`config.mk`:
```
export PLATFORM = sky130hd
export DESIGN_NAME = hybrid_pattern_seq
export DESIGN_NICKNAME = d
export VERILOG_FILES = /design/src/rtl/hbist_pkg.sv /design/src/rtl/hbist_ctrl.sv /design/src/rtl/hbist_dp.sv /design/src/rtl/hybrid_pattern_seq.sv
export SDC_FILE = /design/constraint.sdc
export NUM_CORES = 1
export LEC_CHECK = 0
export BUFFER_PORTS_ARGS = -buffer_cell sky130_fd_sc_hd__buf_2
export CORE_MARGIN = 4
export CORE_UTILIZATION = 52
export DETAILED_ROUTE_END_ITERATION = 8
export PLACE_DENSITY = 0.78
export RECOVER_POWER = 25
export SLEW_MARGIN = 20
export SYNTH_ARGS = -nofsm -noshare
export SYNTH_HDL_FRONTEND = slang
export SYNTH_SLANG_ARGS = --single-unit
```
`constraint.sdc`:
```
create_clock -name clk -period 2.12 [get_ports clk]
set_input_delay 0.424 -clock clk [delete_from_list [all_inputs] [get_ports clk]]
set_output_delay 0.424 -clock clk [all_outputs]
set_load 0.05 [all_outputs]
```
`src/rtl/hbist_pkg.sv`:
```
package hbist_pkg;

  // Strobes from the sequencing control to the datapath, valid for one cycle.
  typedef struct packed {
    logic loadSeed;   // latch seed and polynomial
    logic stepLfsr;   // advance the generator
    logic clearMisr;  // zero the signature
    logic compact;    // fold rspIn into the signature
  } hbistStrobe_t;

  typedef enum logic [1:0] {
    ST_IDLE = 2'd0,
    ST_RAND = 2'd1,
    ST_DET  = 2'd2
  } hbistState_t;

endpackage

```
`src/rtl/hbist_ctrl.sv`:
```
module hbist_ctrl
  import hbist_pkg::*;
#(
  parameter int CNT_W     = 16,
  parameter int TBL_DEPTH = 16,
  parameter int TBL_AW    = 4,
  parameter int MCNT_W    = 5
) (
  input  logic                clk,
  input  logic                rstN,
  input  logic                startPulse,
  input  logic [CNT_W-1:0]    randLen,
  input  logic [MCNT_W-1:0]   detCount,
  output hbistStrobe_t        strobes,
  output logic                patValid,
  output logic                phaseDet,
  output logic                done,
  output logic [TBL_AW-1:0]   tblAddr
);

  hbistState_t         state;
  logic [CNT_W-1:0]    remCnt;
  logic [MCNT_W-1:0]   detLeft;
  logic [TBL_AW-1:0]   idx;
  logic [MCNT_W-1:0]   mEff;

  // Clamp the stored-pattern count to the table depth.
  always_comb begin
    if (detCount > MCNT_W'(TBL_DEPTH)) mEff = MCNT_W'(TBL_DEPTH);
    else                               mEff = detCount;
  end

  always_ff @(posedge clk or negedge rstN) begin
    if (!rstN) begin
      state   <= ST_IDLE;
      done    <= 1'b0;
      remCnt  <= '0;
      detLeft <= '0;
      idx     <= '0;
    end else begin
      done <= 1'b0;
      if (startPulse) begin
        idx     <= '0;
        detLeft <= mEff;
        remCnt  <= randLen;
        if (randLen != '0)   state <= ST_RAND;
        else if (mEff != '0) state <= ST_DET;
        else begin
          state <= ST_IDLE;
          done  <= 1'b1;
        end
      end else begin
        case (state)
          ST_RAND: begin
            remCnt <= remCnt - 1'b1;
            if (remCnt == CNT_W'(1)) begin
              if (detLeft != '0) state <= ST_DET;
              else begin
                state <= ST_IDLE;
                done  <= 1'b1;
              end
            end
          end
          ST_DET: begin
            idx     <= idx + 1'b1;
            detLeft <= detLeft - 1'b1;
            if (detLeft == MCNT_W'(1)) begin
              state <= ST_IDLE;
              done  <= 1'b1;
            end
          end
          default: ;
        endcase
      end
    end
  end

  assign patValid = (state != ST_IDLE);
  assign phaseDet = (state == ST_DET);
  assign tblAddr  = idx;

  always_comb begin
    strobes.loadSeed  = startPulse;
    strobes.clearMisr = startPulse;
    strobes.stepLfsr  = !startPulse && (state == ST_RAND);
    strobes.compact   = !startPulse && (state != ST_IDLE);
  end

endmodule

```
`src/rtl/hbist_dp.sv`:
```
module hbist_dp
  import hbist_pkg::*;
#(
  parameter int              PAT_W     = 16,
  parameter int              RSP_W     = 16,
  parameter int              LFSR_TYPE = 0,
  parameter logic [PAT_W-1:0] DEF_SEED  = PAT_W'(1),
  parameter logic [RSP_W-1:0] MISR_POLY = RSP_W'(16'h1021)
) (
  input  logic               clk,
  input  logic               rstN,
  input  hbistStrobe_t       strobes,
  input  logic [PAT_W-1:0]   seedIn,
  input  logic [PAT_W-1:0]   polyIn,
  input  logic [RSP_W-1:0]   rspIn,
  input  logic               phaseDet,
  input  logic [PAT_W-1:0]   tblData,
  output logic [PAT_W-1:0]   patOut,
  output logic [RSP_W-1:0]   signature
);

  logic [PAT_W-1:0] lfsrQ, polyQ, lfsrNext, seedSafe;
  logic [RSP_W-1:0] misrQ, misrNext;

  generate
    if (LFSR_TYPE == 0) begin : g_extFeedback
      always_comb lfsrNext = {lfsrQ[PAT_W-2:0], ^(lfsrQ & polyQ)};
    end else begin : g_intFeedback
      always_comb lfsrNext = {lfsrQ[PAT_W-2:0], 1'b0} ^ (lfsrQ[PAT_W-1] ? polyQ : '0);
    end
  endgenerate

  assign seedSafe = (seedIn == '0) ? DEF_SEED : seedIn;
  assign misrNext = {misrQ[RSP_W-2:0], 1'b0} ^ (misrQ[RSP_W-1] ? MISR_POLY : '0) ^ rspIn;

  always_ff @(posedge clk or negedge rstN) begin
    if (!rstN) begin
      lfsrQ <= DEF_SEED;
      polyQ <= '0;
      misrQ <= '0;
    end else begin
      if (strobes.loadSeed) begin
        lfsrQ <= seedSafe;
        polyQ <= polyIn;
      end else if (strobes.stepLfsr) begin
        lfsrQ <= lfsrNext;
      end
      if (strobes.clearMisr)    misrQ <= '0;
      else if (strobes.compact) misrQ <= misrNext;
    end
  end

  assign patOut    = phaseDet ? tblData : lfsrQ;
  assign signature = misrQ;

endmodule

```
`src/rtl/hybrid_pattern_seq.sv`:
```
module hybrid_pattern_seq
  import hbist_pkg::*;
#(
  parameter int               PAT_W     = 16,
  parameter int               RSP_W     = 16,
  parameter int               CNT_W     = 16,
  parameter int               TBL_DEPTH = 16,
  parameter int               LFSR_TYPE = 0,
  parameter logic [PAT_W-1:0] DEF_SEED  = PAT_W'(1),
  parameter logic [RSP_W-1:0] MISR_POLY = RSP_W'(16'h1021),
  localparam int              TBL_AW    = (TBL_DEPTH > 1) ? $clog2(TBL_DEPTH) : 1,
  localparam int              MCNT_W    = $clog2(TBL_DEPTH + 1)
) (
  input  logic               clk,
  input  logic               rstN,
  input  logic               startPulse,
  input  logic [PAT_W-1:0]   seedIn,
  input  logic [PAT_W-1:0]   polyIn,
  input  logic [CNT_W-1:0]   randLen,
  input  logic [MCNT_W-1:0]  detCount,
  output logic [TBL_AW-1:0]  tblAddr,
  input  logic [PAT_W-1:0]   tblData,
  input  logic [RSP_W-1:0]   rspIn,
  output logic [PAT_W-1:0]   patOut,
  output logic               patValid,
  output logic               phaseDet,
  output logic               done,
  output logic [RSP_W-1:0]   signature
);

  hbistStrobe_t strobes;

  hbist_ctrl #(
    .CNT_W(CNT_W), .TBL_DEPTH(TBL_DEPTH), .TBL_AW(TBL_AW), .MCNT_W(MCNT_W)
  ) ctrl_i (
    .clk(clk), .rstN(rstN), .startPulse(startPulse), .randLen(randLen),
    .detCount(detCount), .strobes(strobes), .patValid(patValid),
    .phaseDet(phaseDet), .done(done), .tblAddr(tblAddr)
  );

  hbist_dp #(
    .PAT_W(PAT_W), .RSP_W(RSP_W), .LFSR_TYPE(LFSR_TYPE),
    .DEF_SEED(DEF_SEED), .MISR_POLY(MISR_POLY)
  ) dp_i (
    .clk(clk), .rstN(rstN), .strobes(strobes), .seedIn(seedIn), .polyIn(polyIn),
    .rspIn(rspIn), .phaseDet(phaseDet), .tblData(tblData),
    .patOut(patOut), .signature(signature)
  );

endmodule

```
Word-level counts from Yosys, hierarchy flattened
Index checks and enable logic that the tools add are counted.
{"block": "word_totals", "reg_bits": 76, "output_inout_bits": 39, "elab_cells": 64}
{"block": "classes", "n_addsub": 3, "magnitude_cmp": 1, "eq_ne": 6, "muxes": 28, "bitwise": 3, "reduce_logical": 15}
{"operator": "$mux W16", "count": 8}
{"operator": "$xor A16 B16 Y16", "count": 2}
{"operator": "$and A16 B16 Y16", "count": 1}
{"operator": "$eq A16 B1 Y1 const B", "count": 1}
{"operator": "$logic_not A16 Y1", "count": 1}
{"operator": "$reduce_bool A16 Y1", "count": 1}
{"operator": "$reduce_xor A16 Y1", "count": 1}
{"operator": "$sub A16 B1 Y16 const B", "count": 1}
{"operator": "$mux W5", "count": 3}
{"operator": "$mux W13", "count": 1}
{"operator": "$mux W2", "count": 6}
{"operator": "$reduce_bool A2 Y1", "count": 5}
{"operator": "$reduce_bool A5 Y1", "count": 2}
{"operator": "$mux W4", "count": 2}
{"operator": "$mux W1", "count": 6}
{"operator": "$eq A5 B1 Y1 const B", "count": 1}
{"operator": "$gt A5 B5 Y1 const B", "count": 1}
{"operator": "$sub A5 B1 Y5 const B", "count": 1}
{"operator": "$add A4 B1 Y4 const B", "count": 1}
{"operator": "$pmux W2 S2", "count": 1}
{"operator": "$ne A3 B2 Y1 const B", "count": 1}
{"operator": "$ne A3 B3 Y1 const B", "count": 1}
{"operator": "$reduce_and A3 Y1", "count": 1}
{"operator": "$reduce_bool A3 Y1", "count": 1}
{"operator": "other kinds (5)", "count": 6}

Depth between registers and ports, before layout
Gate-level depths: netlist of run 1.
{"block": "logic_depth", "ltp_word": 6, "ltp_mapped": 7, "depth_no_buf": 7}

Modules after synthesis
A second synthesis of run 1 with hierarchy kept.
{"block": "unflattened", "hier_cells": 414, "hier_area_um2": 4209.0}
{"module": "hbist_dp", "n_inst": 1, "cells_per_inst": 228, "area_per_inst_um2": 2519.9}
{"module": "hbist_ctrl", "n_inst": 1, "cells_per_inst": 186, "area_per_inst_um2": 1689.1}

Worst setup path after synthesis of run 1
OpenSTA, ideal clock, no wires.
{"block": "synth_path", "kind": "register to output", "start": "register ctrl_i.state[0]", "end": "output port patOut[10]", "arrival_ns": 2.099, "required_ns": 1.696, "setup_slack_ns": -0.403, "path_stages_with_launch": 6, "n_path_buf": 2, "cell_sequence": "dfrtp_1 inv_1 ha_1 clkbuf_1 clkbuf_1 mux2_2"}
{"block": "synth_between", "elab_chain_cells": 2}
{"element": "start: declaration", "line": "hbist_ctrl.sv:21", "rtl": "hbistState_t state;"}
{"element": "start signal: assignment", "line": "hbist_ctrl.sv:35", "rtl": "state <= ST_IDLE;"}
{"element": "start signal: assignment", "line": "hbist_ctrl.sv:46", "rtl": "if (randLen != '0) state <= ST_RAND;"}
{"element": "start signal: assignment", "line": "hbist_ctrl.sv:47", "rtl": "else if (mEff != '0) state <= ST_DET;"}
{"element": "$eq A2 B2 Y1", "line": "hbist_ctrl.sv:79", "rtl": "assign phaseDet = (state == ST_DET);"}
{"element": "net phaseDet", "line": "hybrid_pattern_seq.sv:26", "rtl": "output logic phaseDet,"}
{"element": "$mux W16", "line": "hbist_dp.sv:53", "rtl": "assign patOut = phaseDet ? tblData : lfsrQ;"}
{"element": "end: declaration", "line": "hybrid_pattern_seq.sv:24", "rtl": "output logic [PAT_W-1:0] patOut,"}
The timed path passes the listed nets, and every way through them passes these cells.

Worst setup path in the final report of run 1
{"block": "layout_path", "start": "register ctrl_i.remCnt[4]", "end": "register ctrl_i.remCnt[14]"}
{"block": "layout_between", "elab_chain_cells": 3}
{"element": "start: declaration", "line": "hbist_ctrl.sv:22", "rtl": "logic [CNT_W-1:0] remCnt;"}
{"element": "start signal: assignment", "line": "hbist_ctrl.sv:45", "rtl": "remCnt <= randLen;"}
{"element": "start signal: assignment", "line": "hbist_ctrl.sv:55", "rtl": "remCnt <= remCnt - 1'b1;"}
{"element": "$sub A16 B1 Y16", "line": "hbist_ctrl.sv:55"}
{"element": "$mux W16", "line": "hbist_ctrl.sv:53", "rtl": "case (state)"}
{"element": "$mux W16", "line": "hbist_ctrl.sv:42", "rtl": "if (startPulse) begin"}
Every way passes these cells. The select of a mux whose other input is x is not followed.
A chain may end at the register's enable or synchronous reset.

==> results of run 1 <==
## registers in the layout, summed over array words and instances (netlist names)
name            flops
dp_i.polyQ         16
ctrl_i.done         1
ctrl_i.tblAddr      4
dp_i.lfsrQ         16
ctrl_i.remCnt      16
ctrl_i.detLeft      5
dp_i.signature     16
ctrl_i.state        2
## cell families (layout without fill, tap and decap cells)
kind of cell	after synthesis	count (layout)	synth area share (%)
compound gates	64	64	8.22
xor+xnor	55	55	11.8
fa+ha+maj	8	8	2.45
buf+inv	29	166	2.70
flops	76	76	46.7
mux	49	49	13.0
simple gates	137	137	15.1
## layout make-up
class                      instances  area [um^2]  share of cell area (%)
multi-input combinational        313         2090                    40.3
inverter                           9         33.8                   0.651
sequential                        76         1900                    36.7
clock inverter                     6         40.0                   0.771
tap                              102          128                    2.46
clock buffer                      10          138                    2.65
timing repair buffer             141          858                    16.5
## cells in the final DEF (no fill, tap or decap), types with 2 or more instances in the layout
master and instances:
nand4_1 2, ha_1 7, o21ai_0 34, nor3_1 8, buf_6 16, dfrtp_1 75, inv_1 8, and3_1 2
nand3_1 2, mux2i_1 16, clkinv_2 3, mux2_2 33, a21oi_1 18, buf_2 107, nor2_1 14, o21ai_1 4
clkbuf_2 2, nand2_1 88, xor2_1 26, buf_4 14, o22ai_1 5, clkbuf_8 10, nor3_2 2, xnor2_1 29
nor4_1 9, clkinv_4 2
## worst register-to-register path: stages (launching register included)
cell,delay (ns)
dfrtp_1,0.42
or3_4,0.40
or4_4,0.48
or2_4,0.30
nor3_4,0.13
xnor2_1,0.15
o21ai_1,0.08
## path summary, 6_finish.rpt
check | to | slack (ns) | cells after the start
setup reg to reg | ctrl_i.remCnt[14] | 0.05 | 6
hold / removal | ctrl_i.remCnt[9] | 0.20 | 1
max in group asynchronous | dp_i.lfsrQ[11] | 0.69 | 2
min in group clk | dp_i.lfsrQ[4] | 0.29 | 3
hold reg to reg | dp_i.polyQ[12] | 0.51 | 1
setup / recovery | ctrl_i.remCnt[14] | 0.05 | 6
## report_power, final
| group | internal (mW) | switching [mW] |
|---|---|---|
| Clock | 0.455 | 0.549 |
| Combinational | 1.06 | 1.58 |
| Sequential | 1.72 | 0.273 |
| Total | 3.24 | 2.41 |
## through the flow
step	TNS [ns]	total power, mW	utilization [%]	instances
5_1_grt	-0.0297	6.00	67.5	657
3_3_place_gp	0	4.41	63.3	636
4_1_cts	0	5.57	66.5	655
2_1_floorplan	0	3.85	-	418
6_report	0	5.64	67.5	657
3_5_place_dp	0	4.47	63.3	636
## per-layer routing
layer  vias to the layer above  part of all wire [%]
met5                         -                     0
met4                         0                   1.9
met3                        17                   5.4
met2                        98                    50
met1                      1607                    43
li1                       1683                     -
## what timing repair did
item	in CTS	in global routing
gates cloned	0	0
setup endpoints to repair	17	21
setup buffers	3	2
gates resized for setup	14	25
hold buffers	0	0
==> results by group, run 1 <==
GRT
  – GR peak layer: met2
  – Largest net degree at the start of global routing: 38
  – Overflow after GRT: 0
  – Met3 Resource Use GR: 4.96%
  – Grt met2 use: 34.9%
  – GRT met1 Usage: 28.6%
  – Antenna violations before repair: 0
  – Tot GR Track Use: 21.5%
  – Vias in the first global route: 3,394
  – Global-route wire length before repair: 15.6 mm

Placement
  – GPL Wtd Cong: 0.844
  – Placed cell areas: 4870 um^2
  – Dpl hpwl: 7.09 mm
  – Place WS: 0.0255 ns
  – IO Port Bufs: 126

Synth
  – Syn Inst Count: 418
  – Post-synth EDFFs: 0
  – Mapped Area: 4080 um^2
  – Sequential share of the synthesized area: 46.7%
  – Post-synth top area share: 46.0%
  – Synth warn: 0
  – Top-count cell post-synth: nand2_1
  – Synth async-reset ratio: 100%
  – Register bit count reported by yosys: 76
  – Synth top area cells: dfrtp_1, mux2_2, nand2_1
  – Synth cell types: 35
  – Syn_nets: 514
  – Mean post-synth cell area: 9.76 um^2
  – Most used flip-flop cell after synthesis: dfrtp_1
  – Most instantiated cells after synthesis: nand2_1, dfrtp_1, o21ai_0
  – Synth area leader: dfrtp_1

Detailed routing
  – Via count: 3,405
  – Wire length per cell: 14.9 um
  – DRT iter0 DRCs: 123
  – DRC Markers: 0
  – WL final: 9.80 mm
  – Post-DRT Antenna Nets: 0
  – DRT Pass-1 Iters: 4
  – Vias/cell: 5.18

Status
  – Run status: finished clean

Layout
  – Layout net count: 646
  – Share of cells above drive strength 1: 36.0%
  – Antenna Cells: 0
  – Fillers: 626
  – Area growth, synth to finish: 27.2%
  – Post-route cell area: 5190 um^2

Clock network
  – Clock Tree Root: clkbuf_8
  – Worst skew pair latency: 0.35 ns
  – Num CTS Buffers: 9
  – Clock buffer depth: 2
  – CTS tree: built
  – CTS clock-pin slew for the worst setup and hold paths: 0.08 ns
  – Clock tree sinks: 76
  – H-tree depth: 3

Worst setup path
  – Critical path class: reg -> reg
  – Buf+Inv Stages, Crit Path: 0
  – Worst-path cell chain: or3_4, or4_4, or2_4, nor3_4, xnor2_1, o21ai_1
  – WP data arrival: 2.30 ns
  – CP max stage cell: or4_4
  – Critical Path Start: ctrl_i.remCnt[4]
  – FF-to-FF Start: ctrl_i.remCnt[4]
  – CP peak stage delay: 0.48 ns
  – Critical Path End Type: flop
  – Critical Path Start Type: flop
  – CP Max Fanout: 5
  – Crit-path leading delay family: simple AND/OR/NAND/NOR gates
  – Crit path required time: 2.35 ns

Floorplan
  – Io pins: 127
  – Chip Height: 96.6 um
  – Die Wd: 96.6 um
  – Initial Utilization: 53.1%
  – Cell row count: 32
  – Core area: 7690 um^2
  – Die area: 9320 um^2

Power
  – Leakage power: 2.46 nW
  – PwrDens: 1090 nW/um^2
  – Peak supply drop: 746 uV

STA
  – Hold Worst Slack: 0.199 ns
  – Slew margin rel.: 38.0%
  – Final Critical Period: 2.07 ns
  – Final setup fails: 0
  – Final Hold Viols: 0
  – Setup Skew: 0.00866 ns
  – Fmax: 483 MHz
  – Worst-margin pin slew: 0.930 ns
  – RSZ-0062 raised after global routing: true
  – Slew Limit Fails: 0
  – Final Cycle Share: 97.7%
  – PnR worst setup slack: 0.0486 ns

Flow run
  – Max cap viols: 0

Worst hold path
  – Hold Crit Class: in -> async
Note: power is estimated with default switching activity, not from simulation.
==> run 2, diff against run 1 <==
CORE_UTILIZATION = 47   (was 52)
PLACE_DENSITY = 0.77   (was 0.78)
clock period = 1.8 ns   (was 2.12 ns; I/O delays follow)
==> run 2 against run 1 <==
  * The flow now finishes with violations (negative setup slack)
  * Critical path depth is 1 lower
  * Core utilization is 1.6 points lower
  * Via count up 4.1%
  * Final area rose by 6.0%
  * Routed wire length up 6.2%
  * Clock power is 18% higher
  * Total power up 22%
  * Critical path type is now reg -> out
==> results by group, run 2 (same netlist as run 1, synthesis figures left out) <==
Worst setup path
  – Buf+Inv Stages, Crit Path: 3
  – Critical path class: reg -> out
  – Worst-path cell chain: inv_2, ha_4, buf_12, mux2_4, buf_6
  – Crit path required time: 1.44 ns
  – CP peak stage delay: 0.40 ns
  – CP max stage cell: dfrtp_1
  – Critical Path Start Type: flop
  – Crit-path leading delay family: flip-flops
  – Critical Path End Type: primary output
  – CP Max Fanout: 11
  – WP data arrival: 1.60 ns

Floorplan
  – Chip Height: 101 um
  – Die Wd: 101 um
  – Cell row count: 33
  – Io pins: 127
  – Core area: 8340 um^2
  – Die area: 10,200 um^2
  – Initial Utilization: 48.9%

Power
  – Peak supply drop: 649 uV
  – PwrDens: 1250 nW/um^2
  – Sw Share: 42.2%
  – Leakage power: 2.65 nW
  – Clock network power share: 17.1%
  – Logic pwr share: 48.8%
  – Internal power: 3.98 mW
  – Sequential share of power: 34.1%
  – P_sw: 2.91 mW

Layout
  – Non-Filler Instances: 676
  – Layout net count: 662
  – Post-route cell area: 5500 um^2
  – Most frequent cells in the layout: buf_2, nand2_1, dfrtp_1
  – Share of cells above drive strength 1: 38.4%
  – Commonest non-fill, non-tap cell in the layout: buf_2
  – Area growth, synth to finish: 34.8%
  – Antenna Cells: 0
  – Fillers: 672
  – Final Core Density: 65.9%

Detailed routing
  – Post-DRT Antenna Nets: 0
  – DRC Markers: 0
  – WL final: 10.4 mm
  – DRT Pass-1 Iters: 6
  – Wire length per cell: 15.4 um
  – DRT iter0 DRCs: 145
  – Vias/cell: 5.24
  – Via count: 3,545

Placement
  – Dpl hpwl: 7.69 mm
  – Placed cell areas: 5020 um^2
  – Placed Cells: 650
  – GPL Wtd Cong: 0.843
  – IO Port Bufs: 126
  – Place WS: -0.171 ns

Clock network
  – CTS tree: built
  – Worst skew pair latency: 0.34 ns
  – CTS clock-pin slew for the worst setup and hold paths: 0.08 ns
  – H-tree depth: 3
  – Clock Tree Root: clkbuf_8
  – Num CTS Buffers: 9
  – Clock tree sinks: 76
  – Clock buffer depth: 2

GRT
  – Met3 Resource Use GR: 4.89%
  – GRT met1 Usage: 27.6%
  – Global-route wire length before repair: 17.0 mm
  – Tot GR Track Use: 20.8%
  – Largest net degree at the start of global routing: 74
  – Vias in the first global route: 3,555
  – Antenna violations before repair: 0
  – GR peak layer: met2
  – Grt met2 use: 34.1%
  – Overflow after GRT: 0

STA
  – Final Critical Period: 1.96 ns
  – Setup TNS: -3.09 ns
  – PnR worst setup slack: -0.156 ns
  – Slew Limit Fails: 0
  – Final Hold Viols: 0
  – Final setup fails: 24
  – Slew margin rel.: 15.5%
  – Setup Skew: 0.00707 ns
  – Worst-margin pin slew: 1.27 ns
  – Final Cycle Share: 109%
  – Fmax: 511 MHz
  – RSZ-0062 raised after global routing: true

Status
  – Run status: finished, violations left
  – Failing checks: negative setup slack

Worst hold path
  – Hold Crit Class: in -> reg

Flow run
  – Max cap viols: 0
==> run 2: worst paths after layout <==
path	slack, ns	endpoint	start	cells after the start
min in group asynchronous	0.80	dp_i.signature[3]	rstN	2
max in group asynchronous	0.05	dp_i.lfsrQ[4]	rstN	3
max	-0.16	patOut[5]	ctrl_i.state[0]	5
min	0.24	dp_i.lfsrQ[7]	seedIn[7]	3
min reg2reg	0.51	dp_i.polyQ[6]	dp_i.polyQ[6]	1
max reg2reg	-0.15	ctrl_i.remCnt[12]	ctrl_i.remCnt[4]	6
==> run 2: routing by layer <==
metal | vias up | wire length, um
met1 | 1686 | 4350
met4 | 0 | 207
met5 | - | 0
met2 | 122 | 5100
li1 | 1715 | -
met3 | 22 | 750
==> run 2: area by class of cell <==
type / count / area (um^2) / share of cell area [%]
inverter: 9 / 33.8 / 0.614
tap: 105 / 131 / 2.39
clock inverter: 6 / 38.8 / 0.705
clock buffer: 10 / 138 / 2.50
sequential: 76 / 1900 / 34.6
multi-input combinational: 313 / 2210 / 40.2
timing repair buffer: 157 / 1040 / 19.0
==> run 2: tightest hold or removal path, delay by kind of cell <==
family | cells | cell delay [ns]
buffers and inverters | 1 | 0.09
AO/OA/AOI/OAI | 1 | 0.05
AND/OR/NAND/NOR | 1 | 0.04
==> run 2: power groups by stage <==
| stage | Combinational [mW] | Sequential, mW | Clock, mW |
|---|---|---|---|
| after floorplan | 2.01 | 2.65 | 0 |
| after global placement | 2.98 | 2.36 | 0 |
| after detailed placement | 3.03 | 2.38 | 0 |
| after CTS | 3.33 | 2.35 | 1.21 |
| after global routing | 3.61 | 2.40 | 1.28 |
| final | 3.36 | 2.35 | 1.18 |
==> run 2: repair_timing <==
| item | CTS | global route |
|---|---|---|
| hold endpoints to repair | 18 | 0 |
| setup endpoints to repair | 26 | 29 |
| hold buffers | 1 | 0 |
| buffers inserted | 6 | 3 |
| pin swaps | 5 | 8 |
| gates resized for setup | 47 | 11 |
==> run 2: through the flow <==
step / hold slack (ns) / total power [mW]
2_1_floorplan: 0.0644 / 4.66
3_3_place_gp: 0.265 / 5.33
3_5_place_dp: 0.271 / 5.41
4_1_cts: 0.223 / 6.90
5_1_grt: 0.239 / 7.29
6_report: 0.236 / 6.89
